File: src/rtl/sysctl_pkg.sv
package sysctl_pkg;
  localparam logic [31:0] ID_VALUE   = 32'h411A_3001;
  localparam logic [31:0] STAT_VALUE = 32'h0010_0000;
  localparam logic [31:0] OSC_RST    = 32'h0100_0048;
  localparam logic [31:0] AUX_RST    = 32'h0007_FEFF;
  localparam logic [31:0] SDRAM_BASE = 32'h0001_1122;
  localparam logic [31:0] INIT_RST   = 32'h0000_0112;
  localparam logic [15:0] UNLOCK_KEY = 16'hA05F;

  // word indices inside the register region
  localparam int W_ID     = 0;
  localparam int W_PROC   = 1;
  localparam int W_OSC    = 2;
  localparam int W_CTRL   = 3;
  localparam int W_STAT   = 4;
  localparam int W_LOCK   = 5;
  localparam int W_AUX    = 7;
  localparam int W_SDRAM  = 8;
  localparam int W_INIT   = 9;
  localparam int W_FLG_S  = 12;
  localparam int W_FLG_C  = 13;
  localparam int W_NVF_S  = 14;
  localparam int W_NVF_C  = 15;
  localparam int W_VOLT0  = 32;
  localparam int W_VOLT3  = 35;

  // control word bit positions
  localparam int CB_LED   = 0;
  localparam int CB_REMAP = 2;
  localparam int CB_RESET = 3;

  function automatic logic [7:0] size_code(input int mb);
    if (mb >= 256)      return 8'h10;
    else if (mb >= 128) return 8'h0C;
    else if (mb >= 64)  return 8'h08;
    else if (mb >= 32)  return 8'h04;
    else                return 8'h00;
  endfunction

  function automatic logic [7:0] spd_rows(input int mb);
    if (mb >= 256)      return 8'd64;
    else if (mb >= 128) return 8'd32;
    else if (mb >= 64)  return 8'd16;
    else if (mb >= 32)  return 8'd4;
    else                return 8'd2;
  endfunction
endpackage

File: src/rtl/sysctl_spd_rom.sv
module sysctl_spd_rom #(
  parameter int MEM_MB = 128,
  parameter int IDX_W  = 5
) (
  input  logic [IDX_W-1:0] idx,
  output logic [7:0]       byte_out
);
  import sysctl_pkg::*;

  localparam logic [7:0] SIZE_ENTRY = spd_rows(MEM_MB);

  always_comb begin
    case (idx)
      IDX_W'(0):  byte_out = 8'd128;
      IDX_W'(1):  byte_out = 8'd8;
      IDX_W'(2):  byte_out = 8'd4;
      IDX_W'(3):  byte_out = 8'd11;
      IDX_W'(4):  byte_out = 8'd9;
      IDX_W'(5):  byte_out = 8'd1;
      IDX_W'(6):  byte_out = 8'd64;
      IDX_W'(8):  byte_out = 8'd2;
      IDX_W'(9):  byte_out = 8'hA0;
      IDX_W'(10): byte_out = 8'hA0;
      IDX_W'(13): byte_out = 8'd8;
      IDX_W'(15): byte_out = 8'd1;
      IDX_W'(16): byte_out = 8'h0E;
      IDX_W'(17): byte_out = 8'd4;
      IDX_W'(18): byte_out = 8'h1C;
      IDX_W'(19): byte_out = 8'd1;
      IDX_W'(20): byte_out = 8'd2;
      IDX_W'(21): byte_out = 8'h20;
      IDX_W'(22): byte_out = 8'hC0;
      IDX_W'(27): byte_out = 8'h30;
      IDX_W'(28): byte_out = 8'h28;
      IDX_W'(29): byte_out = 8'h30;
      IDX_W'(30): byte_out = 8'h28;
      IDX_W'(31): byte_out = SIZE_ENTRY;
      default:    byte_out = 8'h00;
    endcase
  end
endmodule

File: src/rtl/sysctl_setclr.sv
module sysctl_setclr #(
  parameter int W = 32
) (
  input  logic         clk,
  input  logic         rst_n,
  input  logic         set_en,
  input  logic         clr_en,
  input  logic [W-1:0] bits_in,
  output logic [W-1:0] q
);
  logic [W-1:0] q_d;
  logic         q_en;

  always_comb begin
    q_en = set_en | clr_en;
    q_d  = q;
    if (set_en) q_d = q | bits_in;
    if (clr_en) q_d = q & ~bits_in;
  end

  always_ff @(posedge clk or negedge rst_n) begin
    if (!rst_n)    q <= '0;
    else if (q_en) q <= q_d;
  end
endmodule

File: src/rtl/sysctl_regs.sv
module sysctl_regs #(
  parameter int ADDR_W = 9,
  parameter int MEM_MB = 128
) (
  input  logic              clk,
  input  logic              rst_n,
  input  logic              req_valid,
  input  logic              req_write,
  input  logic [ADDR_W-1:0] req_addr,
  input  logic [31:0]       req_wdata,
  output logic [31:0]       rd_data,
  output logic              sys_reset_req,
  output logic              led_on,
  output logic              ram_at_zero,
  output logic              bad_access
);
  import sysctl_pkg::*;

  localparam int WORD_W  = ADDR_W - 2;
  localparam int WIN_BIT = 8;
  localparam int ROM_W   = WIN_BIT - 3;
  localparam logic [31:0] SDRAM_RST = SDRAM_BASE | {24'b0, size_code(MEM_MB)};

  logic [WORD_W-1:0] word_idx;
  logic              in_window;
  logic              wr_reg, rd_any;
  logic [7:0]        spd_byte;

  logic [31:0] osc_q, aux_q, sdram_q, init_q, rdata_q;
  logic [15:0] lock_q;
  logic        led_q, remap_q, rst_req_q, err_q;
  logic [31:0] flags_q, nvflags_q;

  logic [31:0] osc_d, aux_d, sdram_d, init_d, rdata_d;
  logic [15:0] lock_d;
  logic        led_d, remap_d, rst_req_d, err_d;
  logic        osc_en, aux_en, sdram_en, init_en, lock_en, ctrl_en, rdata_en;
  logic        key_ok;
  logic [31:0] rd_val;
  logic        rd_bad;

  assign word_idx  = req_addr[ADDR_W-1:2];
  assign in_window = req_addr[WIN_BIT];
  assign wr_reg    = req_valid & req_write & ~in_window;
  assign rd_any    = req_valid & ~req_write;
  assign key_ok    = (lock_q == UNLOCK_KEY);

  sysctl_spd_rom #(.MEM_MB(MEM_MB), .IDX_W(ROM_W)) u_rom (
    .idx      (req_addr[WIN_BIT-2:2]),
    .byte_out (spd_byte)
  );

  sysctl_setclr #(.W(32)) u_flags (
    .clk (clk), .rst_n (rst_n),
    .set_en  (wr_reg && word_idx == WORD_W'(W_FLG_S)),
    .clr_en  (wr_reg && word_idx == WORD_W'(W_FLG_C)),
    .bits_in (req_wdata), .q (flags_q)
  );

  sysctl_setclr #(.W(32)) u_nvflags (
    .clk (clk), .rst_n (rst_n),
    .set_en  (wr_reg && word_idx == WORD_W'(W_NVF_S)),
    .clr_en  (wr_reg && word_idx == WORD_W'(W_NVF_C)),
    .bits_in (req_wdata), .q (nvflags_q)
  );

  // write-side next state
  always_comb begin
    osc_en   = wr_reg && word_idx == WORD_W'(W_OSC) && key_ok;
    aux_en   = wr_reg && word_idx == WORD_W'(W_AUX) && key_ok;
    lock_en  = wr_reg && word_idx == WORD_W'(W_LOCK);
    ctrl_en  = wr_reg && word_idx == WORD_W'(W_CTRL);
    sdram_en = wr_reg && word_idx == WORD_W'(W_SDRAM);
    init_en  = wr_reg && word_idx == WORD_W'(W_INIT);
    osc_d    = req_wdata;
    aux_d    = req_wdata;
    lock_d   = req_wdata[15:0];
    sdram_d  = req_wdata;
    init_d   = req_wdata;
    led_d    = req_wdata[CB_LED];
    remap_d  = req_wdata[CB_REMAP];
    rst_req_d = ctrl_en & req_wdata[CB_RESET];
  end

  // read-side decode
  always_comb begin
    rd_val = '0;
    rd_bad = 1'b0;
    if (in_window) begin
      if (!req_addr[WIN_BIT-1]) rd_val = {24'b0, spd_byte};
    end else begin
      case (word_idx)
        WORD_W'(W_ID):    rd_val = ID_VALUE;
        WORD_W'(W_PROC):  rd_val = '0;
        WORD_W'(W_OSC):   rd_val = osc_q;
        WORD_W'(W_CTRL):  rd_val = {29'b0, remap_q, 1'b0, led_q};
        WORD_W'(W_STAT):  rd_val = STAT_VALUE;
        WORD_W'(W_LOCK):  rd_val = {15'b0, key_ok, lock_q};
        WORD_W'(W_AUX):   rd_val = aux_q;
        WORD_W'(W_SDRAM): rd_val = sdram_q;
        WORD_W'(W_INIT):  rd_val = init_q;
        WORD_W'(W_FLG_S): rd_val = flags_q;
        WORD_W'(W_NVF_S): rd_val = nvflags_q;
        WORD_W'(W_VOLT0), WORD_W'(W_VOLT0+1),
        WORD_W'(W_VOLT0+2), WORD_W'(W_VOLT3): rd_val = '0;
        default:          rd_bad = 1'b1;
      endcase
    end
    rdata_en = rd_any;
    rdata_d  = rd_val;
    err_d    = err_q | (rd_any & rd_bad);
  end

  always_ff @(posedge clk or negedge rst_n) begin
    if (!rst_n) begin
      osc_q     <= OSC_RST;
      aux_q     <= AUX_RST;
      lock_q    <= '0;
      sdram_q   <= SDRAM_RST;
      init_q    <= INIT_RST;
      led_q     <= 1'b0;
      remap_q   <= 1'b0;
      rst_req_q <= 1'b0;
      err_q     <= 1'b0;
      rdata_q   <= '0;
    end else begin
      if (osc_en)   osc_q   <= osc_d;
      if (aux_en)   aux_q   <= aux_d;
      if (lock_en)  lock_q  <= lock_d;
      if (sdram_en) sdram_q <= sdram_d;
      if (init_en)  init_q  <= init_d;
      if (ctrl_en) begin
        led_q   <= led_d;
        remap_q <= remap_d;
      end
      rst_req_q <= rst_req_d;
      err_q     <= err_d;
      if (rdata_en) rdata_q <= rdata_d;
    end
  end

  assign rd_data       = rdata_q;
  assign sys_reset_req = rst_req_q;
  assign led_on        = led_q;
  assign ram_at_zero   = remap_q;
  assign bad_access    = err_q;
endmodule

File: config.mk
export PLATFORM = sky130hd
export DESIGN_NAME = sysctl_regs
export DESIGN_NICKNAME = d
export VERILOG_FILES = /design/src/rtl/sysctl_pkg.sv /design/src/rtl/sysctl_spd_rom.sv /design/src/rtl/sysctl_setclr.sv /design/src/rtl/sysctl_regs.sv
export SDC_FILE = /design/constraint.sdc
export NUM_CORES = 1
export LEC_CHECK = 0
export CAP_MARGIN = 20
export CORE_AREA = 2 2 175 142
export CTS_BUF_LIST = sky130_fd_sc_hd__clkbuf_4
export CTS_CLUSTER_SIZE = 16
export DETAILED_ROUTE_END_ITERATION = 8
export DIE_AREA = 0 0 177 144
export PLACE_DENSITY = 0.65
export SYNTH_ARGS = -nofsm -noshare
export SYNTH_HDL_FRONTEND = slang
export SYNTH_HIERARCHICAL = 1
export SYNTH_SLANG_ARGS = --single-unit
File: constraint.sdc
create_clock -name clk -period 3.41 [get_ports clk]
set_clock_uncertainty 0.1 [all_clocks]
set_input_delay 0.682 -clock clk [delete_from_list [all_inputs] [get_ports clk]]
set_output_delay 0.682 -clock clk [all_outputs]
set_load 0.02 [all_outputs]
# --- Word-level counts from Yosys, hierarchy flattened ---
# Memory sizes are Yosys's and may differ from the RTL's.
# Cells that the tools add are included.
op_classes:
  mux: 9
  n_mul: 0
  bitwise_logic: 15
  order_cmp: 0
  n_div: 0
  n_reduce_logical: 18
  eq_ne: 17
  shifts: 0
  n_addsub: 0
op_table:
  columns: ["op", "count"]
  rows:
  - ["$pmux W32 S10", 1]
  - ["$mux W32", 5]
  - ["$and A32 B32 Y32", 2]
  - ["$or A32 B32 Y32", 2]
  - ["$eq A7 B4 Y1 const B", 6]
  - ["$not A32 Y32", 1]
  - ["$eq A7 B6 Y1 const B", 4]
  - ["$eq A7 B3 Y1 const B", 3]
  - ["$eq A16 B16 Y1 const B", 1]
  - ["$reduce_or A15 Y1", 1]
  - ["$eq A7 B2 Y1 const B", 2]
  - ["$logic_and A1 B1 Y1", 12]
  - ["$mux W8", 1]
  - ["$eq A7 B1 Y1 const B", 1]
  - ["$logic_not A7 Y1", 1]
  - ["$and A1 B1 Y1", 5]
  - ["$reduce_and A2 Y1", 2]
  - ["$reduce_bool A2 Y1", 2]
  - ["$or A1 B1 Y1", 3]
  - ["$mux W1", 2]
  - ["$not A1 Y1", 2]
totals:
  in_bits: 45
  ram_bits: 0
  elab_cells: 72
  out_inout_bits: 36
  latchBits: 0
  mem_count: 1
  romBits: 256
  ff_bits: 244
mem_list:
  columns: ["name", "depth", "word_bits", "rd", "rd_ports_with_merged_regs", "wr", "line", "source"]
  rows:
  - ["(name not given)", 32, 8, 1, 0, 0, "sysctl_spd_rom.sv:13", "case (idx)"]

# --- Depth between registers and ports, before layout ---
depth:
  ltp_word: 6
  mapped_depth: 9
  mapped_depth_nobuf: 9

# --- Cells and area by module ---
# The synthesis kept the hierarchy.
by_module_without_submodules:
  columns: ["mod", "area_each_um2", "instances", "cells_each", "seq_area_each_um2"]
  rows:
  - ["sysctl_regs", 9067.4, 1, 695, 4543.1]
  - ["sysctl_setclr", 1169.9, 2, 102, 800.8]
  - ["sysctl_spd_rom", 320.3, 1, 41, 0.0]

# --- Worst setup path before layout ---
# OpenSTA, ideal clock, no wires.
synth_timing:
  path_kind: "input to register"
  startpoint: "in req_addr[5]"
  endpoint: "reg (tool-made name)"
  setup_ns: 0.077
  t_required_ns: 3.233
  t_arrival_ns: 2.240
  n_path_buf: 4
  slack_ns: 0.993
  stages: 9
  cell_sequence: "buf_2 > and2_1 > buf_2 > buf_2 > nand3_1 > nor3_1 > buf_6 > a21oi_1 > a21oi_1"
synth_lines:
  columns: ["item", "line", "source"]
  rows:
  - ["start: declaration", "sysctl_regs.sv:9", "input logic [ADDR_W-1:0] req_addr,"]

# --- Final worst setup path ---
layout_timing:
  startpoint: "reg lock_q[9]"
  endpoint: "reg aux_q[21]"
layout_via:
  elab_chain_cells: 2
layout_rtl:
  columns: ["item", "line", "source"]
  rows:
  - ["start: declaration", "sysctl_regs.sv:30", "logic [15:0] lock_q;"]
  - ["start signal: assignment", "sysctl_regs.sv:129", "if (lock_en) lock_q <= lock_d;"]
  - ["$eq A16 B16 Y1", "sysctl_regs.sv:46", "assign key_ok = (lock_q == UNLOCK_KEY);"]
  - ["$logic_and A1 B1 Y1", "sysctl_regs.sv:70", "aux_en = wr_reg && word_idx == WORD_W'(W_AUX) && key_ok;"]
  - ["end signal: assignment", "sysctl_regs.sv:128", "if (aux_en) aux_q <= aux_d;"]
  - ["end: declaration", "sysctl_regs.sv:29", "logic [31:0] osc_q, aux_q, sdram_q, init_q, rdata_q;"]
# Every way passes these cells.
# A chain may end at the register's enable or synchronous reset.

==> summary.txt <==
Floorplanning
  • Core ar.: 23900 µm²
  • Die Wd: 177 µm
  • Initial Util: 0.490
  • Die ar.: 25500 µm²
  • Num rows: 51
  • Die Y: 144 µm
  • I/O pin cnt: 81

Detailed routing
  • Via Count: 8450
  • Routed WL per cell: 21.5 µm
  • Residual DRC: 0
  • DR iter-0 viols: 761
  • Antenna Violating Nets Remaining: 0
  • Routed WL: 31.0 mm
  • Drt pass-1 iters: 5
  • Routed vias/inst: 5.88

Power
  • Pwr/cell area: 437 nW/µm²
  • Peak VDD IR: 0.333 mV
  • Leakage power: 6.30 nW

Clocking
  • CTS sink count: 244
  • Skew-Pair Late Insertion Delay: 0.65 ns
  • TritonCTS clock tree: yes
  • CTS H-Tree Depth: 3
  • CTS buffer count: 66
  • Postcts setup bufs: 0
  • Clock Tree Buf Depth: 3
  • Clk slew on worst S/H paths: 0.07 ns
  • Root Driver: clkbuf_4

Layout
  • Final net count: 1126
  • Share of cells above drive strength 1: 0.330
  • Area Overhead vs Synth: 17.9%
  • Non-filler cells, final: 1438

Place
  • GPL Wtd Cong: 0.815
  • DP Wirelength: 19.5 mm
  • Placed insts: 1324
  • Number of port buffers: 78
  • Dpl ws: 0.302 ns

Synth
  • Register area share after synthesis: 0.524
  • Synth Instances: 940
  • Cell with the most instances after synthesis: dfrtp_1
  • Avg Inst Size Synth: 12.5 µm²
  • EDFF count, synth: 0
  • Synth top cells by count: dfrtp_1, a21oi_1, mux2_4
  • Top FF cell, synth: dfrtp_1
  • Area of the mapped netlist: 11700 µm²
  • Syn nets: 991
  • Area leader, netlist: dfrtp_1
  • Distinct cells, synth: 65
  • Yosys reg bits: 244
  • Synth top area share: 0.454
  • YS warnings: 6
  • Synth area leaders: dfrtp_1, mux2_4, dfstp_2
  • Async SR Flop Fraction: 1.00

Flow run
  • Max cap viols: 0

Min path
  • Hold path endpoint: rd_data[29]
  • HP Start: rd_data[29]
  • Hold Path Class: reg2reg
  • Min-Delay Path Depth: 2

Timing
  • Final WS setup: 0.891 ns
  • Actual slew at the worst max-slew pin: 0.981 ns
  • RSZ-0062 raised after global routing: false
  • Fin crit share: 0.739
  • Slew Viols, Final: 0
  • Final Hold Viols: 0
  • Tmin final: 2.52 ns
  • Final setup fails: 0
  • Setup tns final: 0 ns
  • Relative max-transition margin: 0.345
  • Fmax: 397 MHz

Critical path
  • Reg2reg end: aux_q[21]
  • CP peak stage delay: 0.51 ns
  • FF-to-FF setup slack: 0.89 ns
  • Arrival time at the worst endpoint: 2.93 ns
  • Buf/Inv on CP: 1
  • Crit path max fanout: 14
  • Worst Path Required: 3.82 ns
  • CP Class: reg2reg
  • Stages on worst setup path: 6
  • CP top delay family: simple AND/OR/NAND/NOR gates
  • CP Capture Type: flip-flop
  • Worst-path cell chain: nor4b_1 -> nand2_1 -> nor3_1 -> and3_2 -> buf_12 -> mux2_4
  • Slowest-stage cell, CP: and3_2
  • RR Startpoint: lock_q[9]
  • FF-to-FF path depth: 6
  • Startpoint types: flip-flop

Global route
  • Vias in the first global route: 8485
  • First-pass GRT wire length: 49.4 mm
  • Largest net degree at the start of global routing: 82
  • GRT Util Overall: 0.254
  • Gr ovfl total: 0
  • Antenna violations before repair: 1

Status
  • Run status: completed
tightest hold or removal path, stage by stage, from the launching register on:
cell     delay, ns
dfrtp_1       0.34
nand2_1       0.05
o21ai_1       0.06
power breakdown:
| part | total [mW] | leakage (nW) | internal, mW | switching [mW] |
|---|---|---|---|---|
| logic | 0.433 | 2.51 | 0.167 | 0.266 |
| clock network | 2.64 | 0.512 | 1.47 | 1.17 |
| registers | 2.98 | 3.28 | 2.95 | 0.0287 |
cell families after synthesis:
family,Yosys count,share of synthesized area
AO/OA/AOI/OAI,307,0.160
adder cells (fa/ha/maj),6,0.00640
buffers and inverters,75,0.0434
flip-flops,244,0.524
multiplexers,185,0.205
AND/OR/NAND/NOR,123,0.0605
layout make-up:
cell class	count	area (µm²)
inverter	5	18.8
antenna	1	2.50
sequential	244	6140
fill	2008	10100
multi-input combinational	621	5090
clock buffer	106	796
clock inverter	6	48.8
timing repair buffer	137	1330
tap	318	398
per-stage QoR:
| stage | utilization | power [mW] | area [µm²] | hold WS [ns] |
|---|---|---|---|---|
| 2_1_floorplan | - | 3.21 | 11700 | 0.286 |
| 3_3_place_gp | 0.542 | 3.45 | 13000 | 0.371 |
| 3_5_place_dp | 0.542 | 3.46 | 13000 | 0.367 |
| 4_1_cts | 0.578 | 6.12 | 13800 | 0.385 |
| 5_1_grt | 0.578 | 6.33 | 13800 | 0.402 |
| 6_report | 0.578 | 6.05 | 13800 | 0.382 |
how the worst max path moves through the flow:
stage,from,endpoint,slack (ns)
finish,lock_q[9],aux_q[21],0.89
global route,lock_q[9],aux_q[21],0.83
CTS,rd_data[16],rd_data[16],0.92
detailed placement,req_addr[8],aux_q[20],0.30
global placement,req_addr[8],aux_q[25],0.31
floorplan,req_addr[5],flip-flop,0.99
layer usage:
metal,GRT usage,vias up,share of wire
met5,0,-,0
li1,-,3820,-
met2,0.360,323,0.43
met1,0.383,4252,0.48
met4,0.0839,0,0.020
met3,0.0578,55,0.075
cells in the final DEF (no fill, tap or decap), drive strengths merged, types with 5 or more instances in the layout:
cell           instances
nor2b                 13
nand2                 33
o2bb2ai               11
mux2                 158
and2                   6
a211oi                18
a22oi                 45
a221oi                 8
dfstp                 31
a21oi                137
dfrtp                213
ha                     6
o21ai                 47
a32oi                 10
clkdlybuf4s50         76
buf                   60
mux2i                 26
nor3                   5
clkbuf               106
nand3                  5
nor2                  31
inv                    6
o22ai                 17
repair_timing:
item                                    CTS  global route
hold buffers                              1             0
hold endpoints to repair                 71             0
endpoints found under the setup margin    0             0
gates resized for setup                   0             0
No activity file was read; power rests on OpenSTA's default activity.
